===== src/rtl/dhrb_pkg.sv =====
package dhrb_pkg;

    typedef enum logic [2:0] {
        ACC_RO,
        ACC_WO,
        ACC_RW,
        ACC_WO_W1C,
        ACC_RW_W1C,
        ACC_RW_W1S,
        ACC_RW_W1T
    } access_e;

    typedef enum logic [1:0] {
        DOM_PWR,
        DOM_SEC,
        DOM_GLB
    } rdom_e;

    typedef enum logic [1:0] {
        OWN_ANY,
        OWN_PRI,
        OWN_SEC
    } owner_e;

    typedef struct packed {
        access_e acc;
        rdom_e   dom;
        owner_e  own;
        logic    dflt;
        logic    ext;
    } bit_cfg_t;

    localparam int unsigned ROLE_COUNT = 4;
    localparam int unsigned LANE_COUNT = 8;

    // Fixed bit map: role of a register repeats every ROLE_COUNT indices,
    // policy inside a register repeats every LANE_COUNT bits.
    function automatic bit_cfg_t cfg_of(int unsigned r, int unsigned b);
        bit_cfg_t c;
        int unsigned lane;
        lane   = b % LANE_COUNT;
        c.acc  = ACC_RW;
        c.dom  = DOM_GLB;
        c.own  = OWN_ANY;
        c.dflt = 1'b0;
        c.ext  = 1'b0;
        case (r % ROLE_COUNT)
            0: c.dflt = ((b % 3) == 0);
            1: begin
                case (lane)
                    0: c.acc = ACC_RO;
                    1: c.acc = ACC_WO;
                    3: c.acc = ACC_WO_W1C;
                    4: c.acc = ACC_RW_W1C;
                    5: c.acc = ACC_RW_W1S;
                    6: begin
                        c.acc  = ACC_RW_W1T;
                        c.dflt = 1'b1;
                    end
                    default: c.acc = ACC_RW;
                endcase
            end
            2: begin
                if (lane < 3) begin
                    c.dom  = DOM_PWR;
                    c.dflt = 1'b1;
                end else if (lane < 6) begin
                    c.dom  = DOM_SEC;
                    c.dflt = 1'b1;
                end else begin
                    c.ext  = 1'b1;
                end
            end
            default: c.own = (lane < 4) ? OWN_PRI : OWN_SEC;
        endcase
        return c;
    endfunction

    function automatic logic readable(access_e acc);
        return !(acc == ACC_WO || acc == ACC_WO_W1C);
    endfunction

    function automatic logic hw_settable(access_e acc);
        return (acc == ACC_RO) || (acc == ACC_WO_W1C) ||
               (acc == ACC_RW_W1C) || (acc == ACC_RW_W1S);
    endfunction

    function automatic logic port_may(owner_e own, logic is_sec);
        return (own == OWN_ANY) ||
               (own == OWN_PRI && !is_sec) ||
               (own == OWN_SEC && is_sec);
    endfunction

    // Effect of one enabled write on a single bit.
    function automatic logic write_bit(access_e acc, logic cur, logic wd);
        case (acc)
            ACC_WO, ACC_RW:         return wd;
            ACC_WO_W1C, ACC_RW_W1C: return wd ? 1'b0 : cur;
            ACC_RW_W1S:             return wd ? 1'b1 : cur;
            ACC_RW_W1T:             return wd ? ~cur : cur;
            default:                return cur;
        endcase
    endfunction

endpackage


===== src/rtl/dhrb_port_gate.sv =====
module dhrb_port_gate
    import dhrb_pkg::*;
#(
    parameter int NUM_REGS = 4,
    parameter int DATA_W   = 8,
    parameter int ADDR_W   = 2,
    parameter bit IS_SEC   = 1'b0
) (
    input  logic [ADDR_W-1:0]          addr,
    input  logic                       wr,
    output logic [NUM_REGS*DATA_W-1:0] wr_en
);
    for (genvar r = 0; r < NUM_REGS; r++) begin : g_reg
        logic hit;
        assign hit = wr && (addr == ADDR_W'(r));
        for (genvar b = 0; b < DATA_W; b++) begin : g_bit
            localparam bit_cfg_t CFG = cfg_of(r, b);
            localparam bit MAY = port_may(CFG.own, IS_SEC);
            assign wr_en[r*DATA_W+b] = MAY && hit;
        end
    end
endmodule


===== src/rtl/dhrb_bit_cell.sv =====
module dhrb_bit_cell
    import dhrb_pkg::*;
#(
    parameter int REG_IDX = 0,
    parameter int BIT_IDX = 0
) (
    input  logic clk,
    input  logic pwr_rst,
    input  logic sec_rst,
    input  logic glb_rst,
    input  logic we_pri,
    input  logic wd_pri,
    input  logic we_sec,
    input  logic wd_sec,
    input  logic hw_set,
    input  logic ext_lvl,
    output logic q
);
    localparam bit_cfg_t CFG = cfg_of(REG_IDX, BIT_IDX);

    logic dom_rst;
    logic after_pri;
    logic after_sec;
    logic nxt;

    always_comb begin
        case (CFG.dom)
            DOM_PWR: dom_rst = pwr_rst;
            DOM_SEC: dom_rst = pwr_rst | sec_rst;
            default: dom_rst = pwr_rst | glb_rst;
        endcase
        // primary first, secondary layered on the result
        after_pri = we_pri ? write_bit(CFG.acc, q, wd_pri) : q;
        after_sec = we_sec ? write_bit(CFG.acc, after_pri, wd_sec) : after_pri;
        // hardware event outranks any clearing write
        nxt = (hw_settable(CFG.acc) && hw_set) ? 1'b1 : after_sec;
    end

    always_ff @(posedge clk) begin
        if (dom_rst) begin
            q <= CFG.ext ? ext_lvl : CFG.dflt;
        end else begin
            q <= nxt;
        end
    end
endmodule


===== src/rtl/dhrb_read_port.sv =====
module dhrb_read_port
    import dhrb_pkg::*;
#(
    parameter int NUM_REGS = 4,
    parameter int DATA_W   = 8,
    parameter int ADDR_W   = 2,
    parameter bit IS_SEC   = 1'b0
) (
    input  logic                       clk,
    input  logic                       rst,
    input  logic                       rd,
    input  logic [ADDR_W-1:0]          addr,
    input  logic [NUM_REGS*DATA_W-1:0] bank,
    output logic [DATA_W-1:0]          rdata
);
    logic [NUM_REGS*DATA_W-1:0] vis;
    logic [DATA_W-1:0]          sel;

    for (genvar r = 0; r < NUM_REGS; r++) begin : g_reg
        for (genvar b = 0; b < DATA_W; b++) begin : g_bit
            localparam bit_cfg_t CFG = cfg_of(r, b);
            localparam bit SHOW = port_may(CFG.own, IS_SEC) && readable(CFG.acc);
            assign vis[r*DATA_W+b] = SHOW && bank[r*DATA_W+b];
        end
    end

    always_comb begin
        sel = '0;
        for (int r = 0; r < NUM_REGS; r++) begin
            if (addr == ADDR_W'(r)) sel = vis[r*DATA_W +: DATA_W];
        end
    end

    always_ff @(posedge clk) begin
        if (rst) begin
            rdata <= '0;
        end else begin
            rdata <= rd ? sel : '0;
        end
    end
endmodule


===== src/rtl/dualhost_regbank.sv =====
module dualhost_regbank
    import dhrb_pkg::*;
#(
    parameter  int NUM_REGS = 4,
    parameter  int DATA_W   = 8,
    localparam int ADDR_W   = (NUM_REGS > 1) ? $clog2(NUM_REGS) : 1,
    localparam int BANK_W   = NUM_REGS * DATA_W
) (
    input  logic              clk,
    input  logic              pwr_good,
    input  logic              glb_rst,
    input  logic              sec_rst,
    input  logic [ADDR_W-1:0] pri_addr,
    input  logic              pri_wr,
    input  logic [DATA_W-1:0] pri_wdata,
    input  logic              pri_rd,
    output logic [DATA_W-1:0] pri_rdata,
    input  logic [ADDR_W-1:0] sec_addr,
    input  logic              sec_wr,
    input  logic [DATA_W-1:0] sec_wdata,
    input  logic              sec_rd,
    output logic [DATA_W-1:0] sec_rdata,
    input  logic [BANK_W-1:0] hw_set,
    input  logic [BANK_W-1:0] ext_lvl
);
    logic              pwr_rst;
    logic [BANK_W-1:0] pri_we;
    logic [BANK_W-1:0] sec_we;
    logic [BANK_W-1:0] bank_q;

    assign pwr_rst = ~pwr_good;

    dhrb_port_gate #(
        .NUM_REGS(NUM_REGS), .DATA_W(DATA_W), .ADDR_W(ADDR_W), .IS_SEC(1'b0)
    ) u_pri_gate (
        .addr(pri_addr), .wr(pri_wr), .wr_en(pri_we)
    );

    dhrb_port_gate #(
        .NUM_REGS(NUM_REGS), .DATA_W(DATA_W), .ADDR_W(ADDR_W), .IS_SEC(1'b1)
    ) u_sec_gate (
        .addr(sec_addr), .wr(sec_wr), .wr_en(sec_we)
    );

    for (genvar r = 0; r < NUM_REGS; r++) begin : g_reg
        for (genvar b = 0; b < DATA_W; b++) begin : g_bit
            dhrb_bit_cell #(.REG_IDX(r), .BIT_IDX(b)) u_cell (
                .clk     (clk),
                .pwr_rst (pwr_rst),
                .sec_rst (sec_rst),
                .glb_rst (glb_rst),
                .we_pri  (pri_we[r*DATA_W+b]),
                .wd_pri  (pri_wdata[b]),
                .we_sec  (sec_we[r*DATA_W+b]),
                .wd_sec  (sec_wdata[b]),
                .hw_set  (hw_set[r*DATA_W+b]),
                .ext_lvl (ext_lvl[r*DATA_W+b]),
                .q       (bank_q[r*DATA_W+b])
            );
        end
    end

    dhrb_read_port #(
        .NUM_REGS(NUM_REGS), .DATA_W(DATA_W), .ADDR_W(ADDR_W), .IS_SEC(1'b0)
    ) u_pri_read (
        .clk(clk), .rst(pwr_rst), .rd(pri_rd), .addr(pri_addr),
        .bank(bank_q), .rdata(pri_rdata)
    );

    dhrb_read_port #(
        .NUM_REGS(NUM_REGS), .DATA_W(DATA_W), .ADDR_W(ADDR_W), .IS_SEC(1'b1)
    ) u_sec_read (
        .clk(clk), .rst(pwr_rst), .rd(sec_rd), .addr(sec_addr),
        .bank(bank_q), .rdata(sec_rdata)
    );
endmodule


===== config.mk =====
export PLATFORM = sky130hd
export DESIGN_NAME = dualhost_regbank
export DESIGN_NICKNAME = d
export VERILOG_FILES = /design/src/rtl/dhrb_pkg.sv /design/src/rtl/dhrb_port_gate.sv /design/src/rtl/dhrb_bit_cell.sv /design/src/rtl/dhrb_read_port.sv /design/src/rtl/dualhost_regbank.sv
export SDC_FILE = /design/constraint.sdc
export NUM_CORES = 1
export LEC_CHECK = 0
export ABC_AREA = 1
export CORE_MARGIN = 4
export CORE_UTILIZATION = 60
export DETAILED_ROUTE_END_ITERATION = 6
export DONT_BUFFER_PORTS = 1
export PLACE_DENSITY = 0.85
export SLEW_MARGIN = 20
export SYNTH_ARGS = -nofsm -noshare
export SYNTH_HDL_FRONTEND = slang
export SYNTH_HIERARCHICAL = 1
export SYNTH_SLANG_ARGS = --single-unit

===== constraint.sdc =====
create_clock -name clk -period 1.3 [get_ports clk]
set_clock_uncertainty 0.1 [all_clocks]
set_input_delay 0.065 -clock clk [delete_from_list [all_inputs] [get_ports clk]]
set_output_delay 0.065 -clock clk [all_outputs]
set_load 0.02 [all_outputs]

==> impl_metrics.yaml, run 1 <==
drt:
  drcViolationCount: 2
  drt_iter0_drc: 377
  vias: 3077
  ant_nets: 0
  viasPerCell: 5.07
  drt_wl_total_um: 7800
  post_drt_wl_per_cell_um: 12.8
  dr.pass1.iters: 7
cts:
  clockRootBuffer: "clkbuf_8"
  htree_levels: 2
  clockBufferDepth: 2
  clk_latency_ps: 300
  cts_tree: "yes"
  clk_pin_slew_ps: 90
  cts_buffers: 5
  clock-sinks: 46
  post_cts_buffers: 0
sta:
  relSlewSlack: 0.613
  hold_violations: 3
  worst_slew_pin_slew_ps: 580
  fmax_ghz: 0.789
  setup_viol: 0
  finalMaxSlewViolations: 0
  finalCritPeriodShare: 0.974
  fin_crit_ps: 1270
  whs_ps: -28.4
  grt_setup_unrepaired: "false"
  tns_ps: 0
floorplan:
  chipWidth_um: 80.2
  ios: 108
  core_mm2: 0.00507
  die_h_um: 80.2
  dieArea_mm2: 0.00644
  initial_utilization: 0.617
  row_count: 26
layout:
  areaGrowthSynthToFinish_pct: 8.03
  nets: 628
  drive_above_1_share: 0.0521
  fillers: 445
  final_area_mm2: 0.00338
  antenna_cells: 0
  fin_util: 0.667
power:
  power_mw: 3.05
  p_per_area_mw_per_mm2: 901
  p_leak_nw: 1.85
  swShare: 0.295
  power.net_switching_uw: 900
  p_int_mw: 2.15
  p_comb_frac: 0.185
  p_seq_frac: 0.507
  peakVddDrop_mv: 0.394
  clock_power_share: 0.308
grt:
  grt_max_degree: 19
  antenna_found_initial: 0
  grt_pass1_vias: 2884
  overflow: 0
  grt_use_total: 0.249
  grt_pass1_wl_um: 12600
worst_setup_path:
  required_ps: 1390
  cp.arrival_ps: 1360
  startpoint_type: "register"
  crit_path_max_fanout: 3
  regToRegStartpoint: "g_reg[1].g_bit[0].u_cell/q$_SDFFE_PP0P_"
  worstSetupPathType: "reg -> reg"
  end_kind: "register"
  crit_start: "g_reg[1].g_bit[0].u_cell/q$_SDFFE_PP0P_"
place:
  hpwl_um: 4950
  portBuffers: 0
  place.gp.congestion: 0.925
  dpl-instance-area_mm2: 0.00284
synth:
  synth.cell_area_mm2: 0.00313
  synthCells: 532
  syn_avg_cell_area_um2: 5.89
  ys_warn_count: 6
status:
  violations: "DRC, hold timing"
  outcome: "complete, but fails checks"
worst_hold_path:
  worst_hold_path_type: "in -> reg"
  hp-start: "pri_addr[1]"
flow_run:
  cap_violations: 0
[per-layer routing]
| metal | share of wire | up-vias | track usage |
|---|---|---|---|
| li1 | - | 1511 | - |
| met1 | 0.39 | 1355 | 0.289 |
| met2 | 0.50 | 182 | 0.444 |
| met3 | 0.090 | 29 | 0.0392 |
| met4 | 0.025 | 0 | 0.113 |
| met5 | 0 | - | 0 |
[power groups by stage]
stage	Sequential, mW	Combinational, mW	Clock (mW)
5_1_grt	1.55	0.629	0.991
2_1_floorplan	1.57	0.422	0
4_1_cts	1.55	0.524	0.950
6_report	1.55	0.563	0.940
3_5_place_dp	1.58	0.392	0
3_3_place_gp	1.58	0.375	0
[registers in the layout, summed over array words and instances (netlist names)]
register and count:
u_sec_read/rdata 8, g.g_bit.u_cell/q 30, u_pri_read/rdata 8
[layout make-up]
class,instances,area [um2],area share
repair buffers,53,514,0.152
clock buffers,6,82.6,0.0244
flip-flops and latches,46,943,0.279
well taps,70,87.6,0.0259
multi-input cells,319,1320,0.391
clock inverters,2,11.3,0.00333
inverters,111,420,0.124
[metrics by stage]
stage	std cells	setup WS [ps]	hold slack (ps)
2_1_floorplan	538	106	63.7
3_3_place_gp	556	284	74.2
3_5_place_dp	556	265	81.9
4_1_cts	604	8.83	-108
5_1_grt	607	2.28	3.31
6_report	607	33.3	-28.4
[path summary, 6_finish.rpt]
kind,slack [ps],depth (start not counted),to
setup reg to reg,30,3,g_reg[1].g_bit[0].u_cell/q$_SDFFE_PP0P_
hold / removal,-30,5,u_pri_read/rdata[0]$_SDFF_PP0_
setup / recovery,30,3,g_reg[1].g_bit[0].u_cell/q$_SDFFE_PP0P_
hold reg to reg,400,2,u_sec_read/rdata[3]$_SDFF_PP0_
[cell usage in the layout, fill, tap and decap left out, types with 4 or more instances in the layout]
| master | instances |
|---|---|
| dlygate4sd3_1 | 41 |
| nand2_1 | 130 |
| a21oi_1 | 6 |
| o21ai_1 | 15 |
| nor2_1 | 93 |
| clkbuf_8 | 6 |
| nor2_2 | 4 |
| nand3_1 | 52 |
| buf_4 | 9 |
| inv_1 | 109 |
| conb_1 | 8 |
| o21ai_0 | 8 |
| dfxtp_1 | 42 |
[critical path: stages (launching register included)]
cell,delay [ps]
dfxtp_1,350
nor2_1,110
nor2_1,50
dlygate4sd3_1,550
[what timing repair did]
item                                    in CTS  in global routing
endpoints found under the setup margin       0                 20
endpoints found under the hold margin       48                 10
gates resized for setup                      0                  6
hold buffers                                40                  5
No activity file was read; power rests on OpenSTA's default activity.
==> run 2: changes to the inputs <==
- CTS_BUF_LIST: default -> sky130_fd_sc_hd__clkbuf_2 sky130_fd_sc_hd__clkbuf_4 sky130_fd_sc_hd__clkbuf_8
- SLEW_MARGIN: 20 -> 25
- clock period: 1.3 -> 1.25 ns (I/O delays scaled with it)
==> impl_metrics.yaml, run 2 (synthesized netlist as in run 1, its figures left out) <==
worst_setup_path:
  required_ps: 1410
  cp.arrival_ps: 1340
  startpoint_type: "input pin"
  crit_path_max_fanout: 11
  end_kind: "register"
  regToRegStartpoint: "g_reg[2].g_bit[6].u_cell/q$_DFFE_PP_"
  crit_start: "pri_addr[1]"
  worstSetupPathType: "in -> reg"
sta:
  finalCritPeriodShare: 0.943
  hold_violations: 20
  fmax_ghz: 0.848
  fin_crit_ps: 1180
  whs_ps: -178
  tns_ps: 0
  grt_setup_unrepaired: "false"
  finalMaxSlewViolations: 0
  setup_viol: 0
cts:
  clockRootBuffer: "clkbuf_8"
  htree_levels: 2
  clock-sinks: 46
  cts_tree: "yes"
  cts_buffers: 5
  clk_pin_slew_ps: 90
  clk_latency_ps: 300
  clockBufferDepth: 2
layout:
  final_common_cell: "nand2_1"
  final_area_mm2: 0.00340
  largest_reg_flops: 30
  antenna_cells: 0
  regMostFlops: "g.g_bit.u_cell/q"
  areaGrowthSynthToFinish_pct: 8.67
  reg_top3: "g.g_bit.u_cell/q (30), u_pri_read/rdata (8), u_sec_read/rdata (8)"
  final_cell_mix: "130 x nand2_1, 109 x inv_1, 93 x nor2_1"
  nets: 627
  drive_above_1_share: 0.0504
drt:
  drt_wl_total_um: 7850
  vias: 3043
  ant_nets: 0
  dr.pass1.iters: 5
  post_drt_wl_per_cell_um: 13.0
  viasPerCell: 5.02
  drcViolationCount: 0
  drt_iter0_drc: 391
grt:
  top_usage_layer: "met2"
  grt.met2_usage: 0.422
  overflow: 0
  antenna_found_initial: 0
  grt_use_total: 0.239
  grt.met1_usage: 0.289
  met3_usage: 0.0448
  grt_pass1_vias: 2777
  grt_max_degree: 27
  grt_pass1_wl_um: 12200
status:
  outcome: "complete, but fails checks"
  violations: "hold timing"
place:
  portBuffers: 0
  dpl-instance-area_mm2: 0.00286
  hpwl_um: 4940
  place.gp.congestion: 0.916
floorplan:
  dieArea_mm2: 0.00644
  chipWidth_um: 80.2
  core_mm2: 0.00507
  ios: 108
  row_count: 26
  initial_utilization: 0.617
  die_h_um: 80.2
power:
  p_per_area_mw_per_mm2: 978
  peakVddDrop_mv: 0.539
  p_leak_nw: 1.84
worst_hold_path:
  hp-start: "glb_rst"
  worst_hold_path_type: "in -> reg"
flow_run:
  cap_violations: 0
[run 2: final timing paths]
check | end | slack (ps) | cells after the start
setup / recovery | u_pri_read/rdata[3]$_SDFF_PP0_ | 70 | 5
hold / removal | g_reg[1].g_bit[5].u_cell/q$_SDFF_PP0_ | -180 | 3
setup reg to reg | u_sec_read/rdata[6]$_SDFF_PP0_ | 220 | 4
hold reg to reg | u_sec_read/rdata[1]$_SDFF_PP0_ | 400 | 2
[run 2: stage by stage]
stage               instances  worst slack [ps]  total power [mW]  utilization
floorplan                 538              58.1              2.07            -
global placement          555               134              2.04        0.564
detailed placement        555               124              2.05        0.564
CTS                       592              21.3              3.27        0.643
global route              606              40.2              3.47        0.671
finish                    606              71.1              3.33        0.671
[run 2: final cells by class]
class / instances / area [um2]
Clock buffer: 5 / 68.8
Timing Repair Buffer: 52 / 518
Fill cell: 428 / 1670
Sequential cell: 46 / 941
Clock inverter: 3 / 43.8
Multi-Input combinational cell: 319 / 1320
Tap cell: 70 / 87.6
Inverter: 111 / 420
[run 2: worst max-delay path, cell delays in order]
cell and delay (ps):
dlygate4sd3_1 810, nand3_1 200, nand3_1 160, nand2_1 60, inv_1 40
[run 2: repair_timing]
item                       CTS  global route
gates resized for setup      0             1
buffers inserted             0             2
hold buffers                29            12
setup endpoints to repair    0             1
hold endpoints to repair    48            33
[run 2: power by group]
group | internal (mW) | leakage (nW) | total, mW | switching (mW)
Combinational | 0.250 | 1.40 | 0.579 | 0.330
Clock | 0.600 | 0.0585 | 1.14 | 0.543
Sequential | 1.54 | 0.380 | 1.61 | 0.0629
[run 2: per-layer routing]
| layer | vias up | routed length (um) |
|---|---|---|
| met4 | 0 | 193 |
| li1 | 1512 | - |
| met5 | - | 0 |
| met2 | 161 | 3790 |
| met1 | 1344 | 3210 |
| met3 | 26 | 661 |
==> run 3: changes to the inputs <==
- BUFFER_PORTS_ARGS: default -> -buffer_cell sky130_fd_sc_hd__buf_2
- CORE_UTILIZATION: 60 -> 48
- DONT_BUFFER_PORTS: 1 -> default
- PLACE_DENSITY: 0.85 -> 0.91
- RECOVER_POWER: default -> 25
- SYNTH_HIERARCHICAL: 1 -> default
==> impl_metrics.yaml, run 3 <==
sta:
  worst_slew_pin_slew_ps: 416
  grt_setup_unrepaired: "false"
  hold_violations: 0
  finalMaxSlewViolations: 0
  tns_ps: 0
  setup_slack_ps: 83.8
  whs_ps: 15.5
  relSlewSlack: 0.723
  fin_crit_ps: 1170
  setup_viol: 0
  finalCritPeriodShare: 0.933
  fmax_ghz: 0.858
synth:
  async_reset_ff_frac: 0
  yosysTopAreaCellShare: 0.377
  ys_seq_area_frac: 0.402
  synthTopCellsByCount: "106 x nand2_1, 51 x nand3_1, 49 x inv_1"
  yosysMostFrequentCell: "nand2_1"
  ys_ff_latch: 46
  ys_types: 24
  ys_warn_count: 0
  synth_edf_count: 2
  synth_area_leaders: "dfxtp_1 38%, nand2_1 17%, nand3_1 11%, inv_1 7.9%, a21oi_1 4.5%"
  synth.cell_area_mm2: 0.00234
  synthCells: 344
  yosysTopAreaCell: "dfxtp_1"
  ys.flop_type: "dfxtp_1"
  synth_nets: 436
  syn_avg_cell_area_um2: 6.80
power:
  p_comb_frac: 0.180
  p_leak_nw: 1.57
  clock_power_share: 0.309
  p_int_mw: 2.22
  p_seq_frac: 0.511
  p_per_area_mw_per_mm2: 1040
  peakVddDrop_mv: 0.420
  power.net_switching_uw: 852
  swShare: 0.278
layout:
  seqCellArea_um2: 941
  antenna_cells: 0
  final_cell_mix: "108 x nand2_1, 51 x nand3_1, 50 x inv_1"
  multi_input_area_mm2: 0.00111
  nets: 512
  areaGrowthSynthToFinish_pct: 26.1
  largest_reg_flops: 30
  fillers: 394
  final_common_cell: "nand2_1"
  fin_util: 0.624
  reg_top3: "g.g_bit.u_cell.q (30), u_pri_read.rdata (8), u_sec_read.rdata (8)"
  regMostFlops: "g.g_bit.u_cell.q"
  drive_above_1_share: 0.200
cts:
  clockBufferDepth: 2
  clockRootBuffer: "clkbuf_8"
  clk_latency_ps: 300
  htree_levels: 2
  cts_tree: "yes"
  clk_pin_slew_ps: 80
  cts_buffers: 5
  clock-sinks: 46
  ctsHoldBuffers: 17
  post_cts_buffers: 0
  cts_resized: 0
worst_hold_path:
  min_to: "g_reg[2].g_bit[2].u_cell.q$_SDFFE_PN1P_"
  holdPathStages: 3
  worst_hold_path_type: "in -> reg"
  hp-start: "pri_wdata[2]"
drt:
  vias: 2564
  drt_iter0_drc: 203
  viasPerCell: 5.25
  ant_nets: 0
  post_drt_wl_per_cell_um: 13.3
  dr.pass1.iters: 5
  drcViolationCount: 0
  drt_wl_total_um: 6500
status:
  outcome: "complete, no violations"
worst_setup_path:
  end_kind: "register"
  cp.arrival_ps: 1250
  r2r_cells: 4
  regToRegStartpoint: "g_reg[1].g_bit[5].u_cell.q$_SDFF_PP0_"
  crit_path_max_fanout: 3
  r2r-end: "u_sec_read.rdata[5]$_SDFF_PN0_"
  worstSetupPathType: "in -> reg"
  startpoint_type: "input pin"
  required_ps: 1340
  r2r_slack_ps: 250
place:
  place.gp.congestion: 0.897
  portBuffers: 48
  hpwl_um: 4760
  place_ws_ps: 19.6
floorplan:
  ios: 108
  chipWidth_um: 77.8
  core_mm2: 0.00472
  dieArea_mm2: 0.00605
  row_count: 25
  die_h_um: 77.8
  initial_utilization: 0.495
flow_run:
  cap_violations: 0
grt:
  grt_pass1_vias: 2400
  overflow: 0
  grt_use_total: 0.222
  grt_max_degree: 14
  antenna_found_initial: 0
  grt_pass1_wl_um: 10700
## run 3: area by class of cell
type / instances / share of cell area
clock inverter: 1 / 0.00170
sequential: 46 / 0.319
timing repair buffer: 79 / 0.174
tap: 67 / 0.0284
inverter: 55 / 0.0709
multi-input combinational: 233 / 0.375
clock buffer: 7 / 0.0306
## run 3: per-layer routing
layer  vias to the layer above  GRT usage  wire, um
met2                       136      0.366      3040
met1                      1156      0.263      2660
met3                        29     0.0487       528
li1                       1243          -         -
met4                         0      0.132       273
met5                         -          0         0
## run 3: worst max path at each step
| stage | startpoint | endpoint | slack [ps] |
|---|---|---|---|
| finish | sec_rst | g_reg[2].g_bit[4].u_cell.q$_SDFFE_PP1P_ | 80 |
| global route | sec_rst | g_reg[2].g_bit[5].u_cell.q$_SDFFE_PP1P_ | 10 |
| CTS | sec_rst | g_reg[2].g_bit[4].u_cell.q$_SDFFE_PP1P_ | 150 |
| detailed placement | sec_addr[1] | g_reg[2].g_bit[7].u_cell.q$_DFFE_PP_ | 20 |
| global placement | sec_addr[1] | g_reg[2].g_bit[7].u_cell.q$_DFFE_PP_ | 70 |
| floorplan | pri_wr | g_reg[2].g_bit[6].u_cell.q$_DFFE_PP_ | 200 |
## run 3: power by group through the flow
stage                     combinational, mW  clock [mW]  sequential (mW)
after floorplan                       0.292           0             1.62
after global placement                0.490           0             1.60
after detailed placement              0.503           0             1.60
after CTS                             0.548       0.959             1.57
after global routing                  0.610        1.02             1.58
final                                 0.553       0.948             1.57
## run 3: worst max-delay path, stage by stage
cell and delay, ps:
dlygate4sd3_1 530, buf_2 120, nor2_1 250, o21ai_0 150, inv_1 80, nand3_1 60
## run 3: kinds of logic (layout without fill, tap and decap cells)
logic type,count (synthesis),after routing,synth area share
AND/OR/NAND/NOR,191,191,0.381
buffers and inverters,65,142,0.119
AO/OA/AOI/OAI,42,42,0.0974
flip-flops,46,46,0.402
## run 3: metrics by stage
| stage | instance area (um2) | instances | power (mW) |
|---|---|---|---|
| finish | 2950 | 488 | 3.07 |
| global route | 2950 | 488 | 3.21 |
| CTS | 2960 | 488 | 3.07 |
| detailed placement | 2700 | 463 | 2.11 |
| global placement | 2700 | 463 | 2.09 |
| floorplan | 2340 | 344 | 1.91 |
